$ cat config.mk
export PLATFORM = sky130hd
export DESIGN_NAME = vfp_cmd_sched
export DESIGN_NICKNAME = d
export VERILOG_FILES = /design/src/rtl/vfp_sched_pkg.sv /design/src/rtl/vfp_phase.sv /design/src/rtl/vfp_arm.sv /design/src/rtl/vfp_grant.sv /design/src/rtl/vfp_cmd_sched.sv
export SDC_FILE = /design/constraint.sdc
export NUM_CORES = 1
export LEC_CHECK = 0
export ABC_AREA = 1
export BUFFER_PORTS_ARGS = -buffer_cell sky130_fd_sc_hd__buf_2
export CAP_MARGIN = 25
export CORE_ASPECT_RATIO = 1.4
export CORE_MARGIN = 4
export CORE_UTILIZATION = 43
export DETAILED_ROUTE_END_ITERATION = 10
export PLACE_DENSITY = 0.65
export SYNTH_ARGS = -nofsm -noshare
export SYNTH_HDL_FRONTEND = slang
export SYNTH_SLANG_ARGS = --single-unit
$ cat constraint.sdc
create_clock -name clk -period 2.5 [get_ports clk]
set_input_delay 0.25 -clock clk [delete_from_list [all_inputs] [get_ports clk]]
set_output_delay 0.25 -clock clk [all_outputs]
set_load 0.05 [all_outputs]
$ cat src/rtl/vfp_sched_pkg.sv
// Shared types for the front-porch command scheduler.
package vfp_sched_pkg;
    // Position of the scheduler within the front porch
    typedef enum logic [1:0] {
        PH_IDLE = 2'd0,
        PH_HOLD = 2'd1,
        PH_OPEN = 2'd2
    } phase_t;
endpackage

$ cat src/rtl/vfp_phase.sv
// Line-phase tracker. It counts line strobes after the active region ends,
// holds for cfg_stable lines, then keeps the window open for cfg_allow lines.
// Assumes that active_end and line_strobe are one-cycle pulses. An
// active_end pulse restarts the sequence from any phase.
module vfp_phase
    import vfp_sched_pkg::*;
#(
    parameter int STABLE_W = 11,
    parameter int ALLOW_W  = 4
) (
    input  logic                clk,
    input  logic                rst_n,
    input  logic                active_end,
    input  logic                line_strobe,
    input  logic [STABLE_W-1:0] cfg_stable,
    input  logic [ALLOW_W-1:0]  cfg_allow,
    output logic                win_open,
    output logic                close_now
);
    localparam int CNT_W = (STABLE_W > ALLOW_W) ? STABLE_W : ALLOW_W;

    phase_t             phase_q, phase_d;
    logic [CNT_W-1:0]   cnt_q, cnt_d;
    logic [CNT_W-1:0]   cnt_inc;
    logic [CNT_W-1:0]   stable_x, allow_x;
    logic               allow_nz;

    assign stable_x = CNT_W'(cfg_stable);
    assign allow_x  = CNT_W'(cfg_allow);
    assign allow_nz = (cfg_allow != '0);
    assign cnt_inc  = cnt_q + 1'b1;

    // Next phase and line count from strobes and configuration
    always_comb begin
        phase_d = phase_q;
        cnt_d   = cnt_q;
        if (active_end) begin
            cnt_d = '0;
            if (cfg_stable == '0) begin
                phase_d = allow_nz ? PH_OPEN : PH_IDLE;
            end else begin
                phase_d = PH_HOLD;
            end
        end else if (line_strobe) begin
            case (phase_q)
                PH_HOLD: begin
                    if (cnt_inc == stable_x) begin
                        cnt_d   = '0;
                        phase_d = allow_nz ? PH_OPEN : PH_IDLE;
                    end else begin
                        cnt_d = cnt_inc;
                    end
                end
                PH_OPEN: begin
                    if (cnt_inc == allow_x) begin
                        cnt_d   = '0;
                        phase_d = PH_IDLE;
                    end else begin
                        cnt_d = cnt_inc;
                    end
                end
                default: begin
                    cnt_d = '0;
                end
            endcase
        end
    end

    // Phase and count registers
    always_ff @(posedge clk) begin
        if (!rst_n) begin
            phase_q <= PH_IDLE;
            cnt_q   <= '0;
        end else begin
            phase_q <= phase_d;
            cnt_q   <= cnt_d;
        end
    end

    assign win_open  = (phase_q == PH_OPEN);
    assign close_now = win_open && (phase_d != PH_OPEN);
endmodule

$ cat src/rtl/vfp_arm.sv
// One-shot ready bit. An arm pulse sets it. In one-shot mode it clears when
// a window that was armed at its opening closes. Eligibility is sampled at
// the opening edge and held for the rest of the window.
module vfp_arm (
    input  logic clk,
    input  logic rst_n,
    input  logic arm,
    input  logic cfg_once,
    input  logic win_open,
    input  logic close_now,
    output logic ready,
    output logic eligible
);
    logic elig_q;

    // Ready bit: set has priority over the self-clear
    always_ff @(posedge clk) begin
        if (!rst_n) begin
            ready <= 1'b0;
        end else if (arm) begin
            ready <= 1'b1;
        end else if (close_now && cfg_once && elig_q) begin
            ready <= 1'b0;
        end
    end

    // Track ready while closed so the value at the opening edge is kept
    always_ff @(posedge clk) begin
        if (!rst_n) begin
            elig_q <= 1'b0;
        end else if (!win_open) begin
            elig_q <= ready;
        end
    end

    assign eligible = !cfg_once || elig_q;
endmodule

$ cat src/rtl/vfp_grant.sv
// Grant generator. While the window is open it counts cycles from the
// opening and packets granted. It issues one-cycle grants from the send
// point on, up to the packet limit. Both counters clear while the window is
// closed, so every window starts fresh.
module vfp_grant #(
    parameter int SP_W  = 12,
    parameter int PKT_W = 16
) (
    input  logic             clk,
    input  logic             rst_n,
    input  logic             win_open,
    input  logic             eligible,
    input  logic             lp_mode,
    input  logic             cmd_pending,
    input  logic             xfer_busy,
    input  logic [SP_W-1:0]  cfg_send_point,
    input  logic             cfg_multi,
    input  logic [PKT_W-1:0] cfg_pkt_count,
    output logic             grant
);
    localparam logic [SP_W-1:0]  CYC_MAX = '1;
    localparam logic [PKT_W-1:0] ONE_PKT = PKT_W'(1);

    logic [SP_W-1:0]  cyc_q;
    logic [PKT_W:0]   sent_q;
    logic [PKT_W-1:0] limit;

    assign limit = cfg_multi ? cfg_pkt_count : ONE_PKT;

    // Saturating cycle offset inside the window
    always_ff @(posedge clk) begin
        if (!rst_n || !win_open) begin
            cyc_q <= '0;
        end else if (cyc_q != CYC_MAX) begin
            cyc_q <= cyc_q + 1'b1;
        end
    end

    // Packets granted in the current window
    always_ff @(posedge clk) begin
        if (!rst_n || !win_open) begin
            sent_q <= '0;
        end else if (grant) begin
            sent_q <= sent_q + 1'b1;
        end
    end

    // Grant qualification
    always_comb begin
        grant = win_open && eligible && !lp_mode && cmd_pending && !xfer_busy
                && (cyc_q >= cfg_send_point)
                && (sent_q < {1'b0, limit});
    end
endmodule

$ cat src/rtl/vfp_cmd_sched.sv
// Front-porch command window scheduler, top level. It ties together the
// line-phase tracker, the one-shot ready bit and the grant generator, and
// it flags transfers that are still running when the window closes.
// Assumes that the strobes come from the video timing sequencer in this
// clock domain.
module vfp_cmd_sched #(
    parameter int STABLE_W = 11,
    parameter int ALLOW_W  = 4,
    parameter int SP_W     = 12,
    parameter int PKT_W    = 16
) (
    input  logic                clk,
    input  logic                rst_n,
    input  logic                active_end,
    input  logic                line_strobe,
    input  logic                cmd_pending,
    input  logic                xfer_busy,
    input  logic                lp_mode,
    input  logic [STABLE_W-1:0] cfg_stable_lines,
    input  logic [ALLOW_W-1:0]  cfg_allow_lines,
    input  logic [SP_W-1:0]     cfg_send_point,
    input  logic [PKT_W-1:0]    cfg_pkt_count,
    input  logic                cfg_multi_en,
    input  logic                cfg_frame_once,
    input  logic                arm_ready,
    output logic                cmd_grant,
    output logic                win_open,
    output logic                ready_armed,
    output logic                sync_override
);
    logic close_now;
    logic eligible;

    vfp_phase #(.STABLE_W(STABLE_W), .ALLOW_W(ALLOW_W)) u_phase (
        .clk        (clk),
        .rst_n      (rst_n),
        .active_end (active_end),
        .line_strobe(line_strobe),
        .cfg_stable (cfg_stable_lines),
        .cfg_allow  (cfg_allow_lines),
        .win_open   (win_open),
        .close_now  (close_now)
    );

    vfp_arm u_arm (
        .clk      (clk),
        .rst_n    (rst_n),
        .arm      (arm_ready),
        .cfg_once (cfg_frame_once),
        .win_open (win_open),
        .close_now(close_now),
        .ready    (ready_armed),
        .eligible (eligible)
    );

    vfp_grant #(.SP_W(SP_W), .PKT_W(PKT_W)) u_grant (
        .clk           (clk),
        .rst_n         (rst_n),
        .win_open      (win_open),
        .eligible      (eligible),
        .lp_mode       (lp_mode),
        .cmd_pending   (cmd_pending),
        .xfer_busy     (xfer_busy),
        .cfg_send_point(cfg_send_point),
        .cfg_multi     (cfg_multi_en),
        .cfg_pkt_count (cfg_pkt_count),
        .grant         (cmd_grant)
    );

    // Register a pulse when a transfer is still running at the window close
    always_ff @(posedge clk) begin
        if (!rst_n) begin
            sync_override <= 1'b0;
        end else begin
            sync_override <= close_now && xfer_busy;
        end
    end
endmodule

==> results.rst <==
.. list-table::
   :header-rows: 1

   * - Metric
     - Value
   * - Commonest register cell after synthesis
     - sky130_fd_sc_hd__dfxtp_1
   * - CP Data Arrival Time
     - ~2.1 ns
   * - Fraction of the mapped netlist area in simple logic gates
     - between 30% and 40%
   * - Via count of the first global-routing pass
     - roughly 3700
   * - Library cell used as clock root buffer
     - sky130_fd_sc_hd__clkbuf_16
   * - Required time worst endpoint
     - about 2.3 ns
   * - Drt drc
     - 0
   * - Synthesized net count
     - around 670
   * - Post-Syn Area per Cell
     - about 6.1 µm²
   * - Total count of max-transition violations in the final report
     - 0
   * - Most frequent cell on the critical path
     - sky130_fd_sc_hd__nand2_1
   * - Die extent in x
     - 85.2 µm
   * - Maximum number of pins on one net before global-route repair
     - 18
   * - Number of buffers added to fix hold violations after cts
     - 0
   * - Maximum net fanout on the critical path
     - 6
   * - CTS H-tree depth
     - 2
   * - Reg2reg setup slack
     - approximately 0.26 ns
   * - Number of vias in the routed layout
     - about 3800
   * - Net total in the final layout
     - approximately 730
   * - CP bufs+invs
     - 2
   * - RD Place Congestion
     - 0.942
   * - Leak Pwr
     - 2.02 nW
   * - Max-cap violations
     - 0
   * - Instance count of the mapped netlist
     - between 500 and 600
   * - Max incr delay on CP
     - between 0.3 and 0.4 ns
   * - CTS Buf Count
     - 5
   * - Final critical delay including setup and external delays
     - between 2 and 2.5 ns
   * - Source of the worst register-to-register timing path
     - u_phase.cnt_q[0]
   * - Clock tree from TritonCTS
     - yes
   * - Async S/R FF share, synth
     - 0%
   * - Overall routed net length
     - ~9 mm
   * - Relative slew slack
     - ~67%
   * - Largest family of logic cells by synthesized area
     - simple AND/OR/NAND/NOR gates
   * - Arithmetic-cell share of the synthesized area counting full adders, half adders and majority gates
     - roughly 11%
   * - Die footprint
     - a little under 10000 µm²
   * - Count of endpoints failing setup in the final report
     - 0
   * - Peak VDD IR
     - between 0.0002 and 0.0003 V
   * - DR iter-0 viols
     - about 220
   * - Mean number of vias per cell
     - between 5 and 6
   * - Power density normalized to cell area
     - ~370 nW/µm²
   * - Startpoint class of the critical path
     - flip-flop
   * - Average detailed-routed wire length per instance
     - around 12 µm
   * - Register bit count reported by yosys
     - 45
   * - Xor and xnor area share after synthesis
     - 3.42%
   * - Core box area
     - just over 8000 µm²
   * - Depth of the worst hold-timing path
     - 3
   * - Min-Delay Endpoint
     - u_arm.ready
   * - Antenna diodes
     - 0
   * - Starting utilization of the core area
     - 44.0%
   * - Classification of the worst-slack hold path
     - in -> reg
   * - Ratio of cells with drive above 1 in the final layout
     - 14.7%
   * - P&R area growth vs syn
     - 17.7%
   * - Skew-Pair Late Insertion Delay
     - 0.29 ns
   * - Peak clock frequency supported by timing
     - around 430 MHz
   * - First-pass iteration count of the detailed router
     - 6
   * - Detailed-placement wirelength estimate
     - just over 7 mm
   * - Portion of the clock cycle consumed by the worst path in the final layout
     - 93.2%
   * - Number of rows in the core area
     - 39
   * - Vertical extent of the die
     - ~120 µm
   * - Setup skew after layout
     - ~0.0066 ns
   * - Maximum number of buffers from clock root to sink
     - 2
   * - Netlist area before placement
     - ~3600 µm²
   * - Initial antenna violation count
     - 0
   * - Global-route congestion overflow total
     - 0
   * - Hold Fails Final Rpt
     - 0
   * - Global-route wire length before repair
     - 15.0 mm
   * - All-layer global routing usage
     - between 15 and 20%
   * - Sequential area share after synthesis
     - between 20% and 30%
   * - Number of distinct library cells after synthesis
     - 34
   * - Filler instances
     - just over 800
   * - Cells along the critical path
     - ha_1 -> nand2_1 -> inv_1 -> o21ai_1 -> nand2_1 -> a2111oi_4 -> nand3_2 -> nor2_4 -> buf_8
   * - Standard cell with the maximum stage delay on the critical path
     - sky130_fd_sc_hd__dfxtp_2
   * - Ys Warns
     - 0
   * - Multiplexer area fraction after synthesis
     - 0%
   * - R2R cell count
     - 20
   * - Startpoint of the lowest-slack hold path
     - arm_ready
   * - Largest delay contributor family on the critical path
     - simple AND/OR/NAND/NOR gates
   * - TritonCTS sink count
     - between 40 and 50
   * - Cell area after layout
     - between 4000 and 5000 µm²
   * - Number of synthesized flops with an enable pin
     - 0
   * - Transition time at the pin with the least slew margin
     - roughly 0.49 ns
   * - Port Buffers
     - 56
   * - Result of the run
     - complete, no violations
   * - Clock transition at the register clock pins on the worst setup and hold paths after CTS
     - approximately 0.070 ns
   * - I/O pin cnt
     - between 50 and 60
   * - Type of destination of the critical path
     - primary output
   * - Area fraction in compound gates after synthesis
     - roughly a tenth
   * - Design Power
     - 1.55 mW
   * - Number of nets still failing antenna checks after routing
     - 0
   * - Crit Path Category
     - reg -> out
   * - Placed inst area
     - 4010 µm²
   * - FF-to-FF End
     - u_arm.ready
## Yosys cell counts, types with 2 or more instances
cell / count / area, µm²
sky130_fd_sc_hd__a211oi_1: 3 / 22.5
sky130_fd_sc_hd__xnor2_1: 3 / 26.3
sky130_fd_sc_hd__o21ai_1: 3 / 15.0
sky130_fd_sc_hd__dfxtp_1: 45 / 901
sky130_fd_sc_hd__o21ai_0: 17 / 85.1
sky130_fd_sc_hd__ha_1: 32 / 400
sky130_fd_sc_hd__nand2_2: 6 / 37.5
sky130_fd_sc_hd__clkbuf_1: 5 / 18.8
sky130_fd_sc_hd__nand4_1: 9 / 56.3
sky130_fd_sc_hd__nor3_1: 15 / 75.1
sky130_fd_sc_hd__nand2_1: 179 / 672
sky130_fd_sc_hd__inv_1: 90 / 338
sky130_fd_sc_hd__nor2_1: 55 / 206
sky130_fd_sc_hd__a21oi_1: 41 / 205
sky130_fd_sc_hd__nand3b_1: 5 / 37.5
sky130_fd_sc_hd__nor4_1: 7 / 43.8
sky130_fd_sc_hd__nor3b_1: 2 / 15.0
sky130_fd_sc_hd__nand3_1: 37 / 185
sky130_fd_sc_hd__xor2_1: 11 / 96.3
sky130_fd_sc_hd__nand3_2: 2 / 20.0
sky130_fd_sc_hd__nor2_2: 4 / 25.0
## power by group
part / switching [mW] / internal, mW
combinational: 0.0893 / 0.0664
sequential: 0.00256 / 0.720
clock: 0.297 / 0.376
## final cells by class
type | instances | area (µm²) | share of cell area, %
Tap cell | 102 | 128 | 3.02
Inverter | 91 | 342 | 8.09
Clock buffer | 5 | 125 | 2.96
Sequential cell | 45 | 907 | 21.5
Timing Repair Buffer | 63 | 345 | 8.18
Clock inverter | 3 | 25.0 | 0.593
Multi-Input combinational cell | 440 | 2350 | 55.6
## per-stage QoR
step	hold WS (ns)	std cells	TNS (ns)	worst slack (ns)	util [%]
4_1_cts	0.197	748	0	0.0190	51.1
3_5_place_dp	0.472	740	-0.00712	-0.00712	49.2
6_report	0.206	749	0	0.169	51.8
5_1_grt	0.225	749	-0.00961	-0.00961	51.8
2_1_floorplan	0.394	584	0	0.00540	-
3_3_place_gp	0.458	740	0	0.135	49.2
## flip-flops by register name, indices dropped and copies added (netlist names)
register and cells:
u_grant.sent_q 17, sync_override 1, u_arm.ready 1, u_arm.elig_q 1, u_phase.phase_q 2, u_grant.cyc_q 12, u_phase.cnt_q 11
## cell families after synthesis
logic type,after synthesis
XOR/XNOR,14
AO/OA/AOI/OAI,69
flip-flops,45
AND/OR/NAND/NOR,325
adder cells (fa/ha/maj),32
buffers and inverters,99
## worst min-delay path, delay by kind of cell
kind	cells	cell delay, ns
compound gates	1	0.05
buf+inv	2	0.15
## per-layer routing
layer	GRT usage, %	vias up	wire, µm
met2	34.2	99	4640
met5	0	-	0
met3	2.84	20	392
met4	8.24	0	259
met1	19.9	1707	3670
li1	-	1992	-
## cells in the final DEF (no fill, tap or decap), types with 2 or more instances in the layout
cell type                   count
sky130_fd_sc_hd__nor2_1        55
sky130_fd_sc_hd__nor3b_1        2
sky130_fd_sc_hd__ha_1          31
sky130_fd_sc_hd__xor2_1        11
sky130_fd_sc_hd__nand3_2        3
sky130_fd_sc_hd__nand2_1      179
sky130_fd_sc_hd__nand3b_1       5
sky130_fd_sc_hd__dfxtp_1       40
sky130_fd_sc_hd__dfxtp_2        5
sky130_fd_sc_hd__nand2_2        6
sky130_fd_sc_hd__o21ai_0       16
sky130_fd_sc_hd__o21ai_1        4
sky130_fd_sc_hd__a211oi_1       3
sky130_fd_sc_hd__buf_4          7
sky130_fd_sc_hd__a21oi_1       41
sky130_fd_sc_hd__inv_1         90
sky130_fd_sc_hd__nor4_1         7
sky130_fd_sc_hd__xnor2_1        3
sky130_fd_sc_hd__nor2_2         3
sky130_fd_sc_hd__nand3_1       36
sky130_fd_sc_hd__clkbuf_16      5
sky130_fd_sc_hd__nand4_1        9
sky130_fd_sc_hd__nor3_1        15
sky130_fd_sc_hd__buf_2         54
## worst max-delay path by stage
stage | depth (start not counted) | startpoint | endpoint
global placement | 15 | cfg_multi_en | u_grant.sent_q[10]
finish | 9 | u_grant.sent_q[10] | cmd_grant
global route | 20 | u_phase.cnt_q[0] | u_arm.ready
CTS | 9 | u_grant.sent_q[10] | cmd_grant
detailed placement | 15 | cfg_multi_en | u_grant.sent_q[10]
floorplan | 15 | cfg_multi_en | u_grant.sent_q[6]
## what timing repair did
item	in CTS	in global routing
buffers inserted	0	1
gates cloned	0	0
setup endpoints to repair	1	26
pin swaps	0	3
resized for setup	3	13
Power figures use the tool's default switching activity.
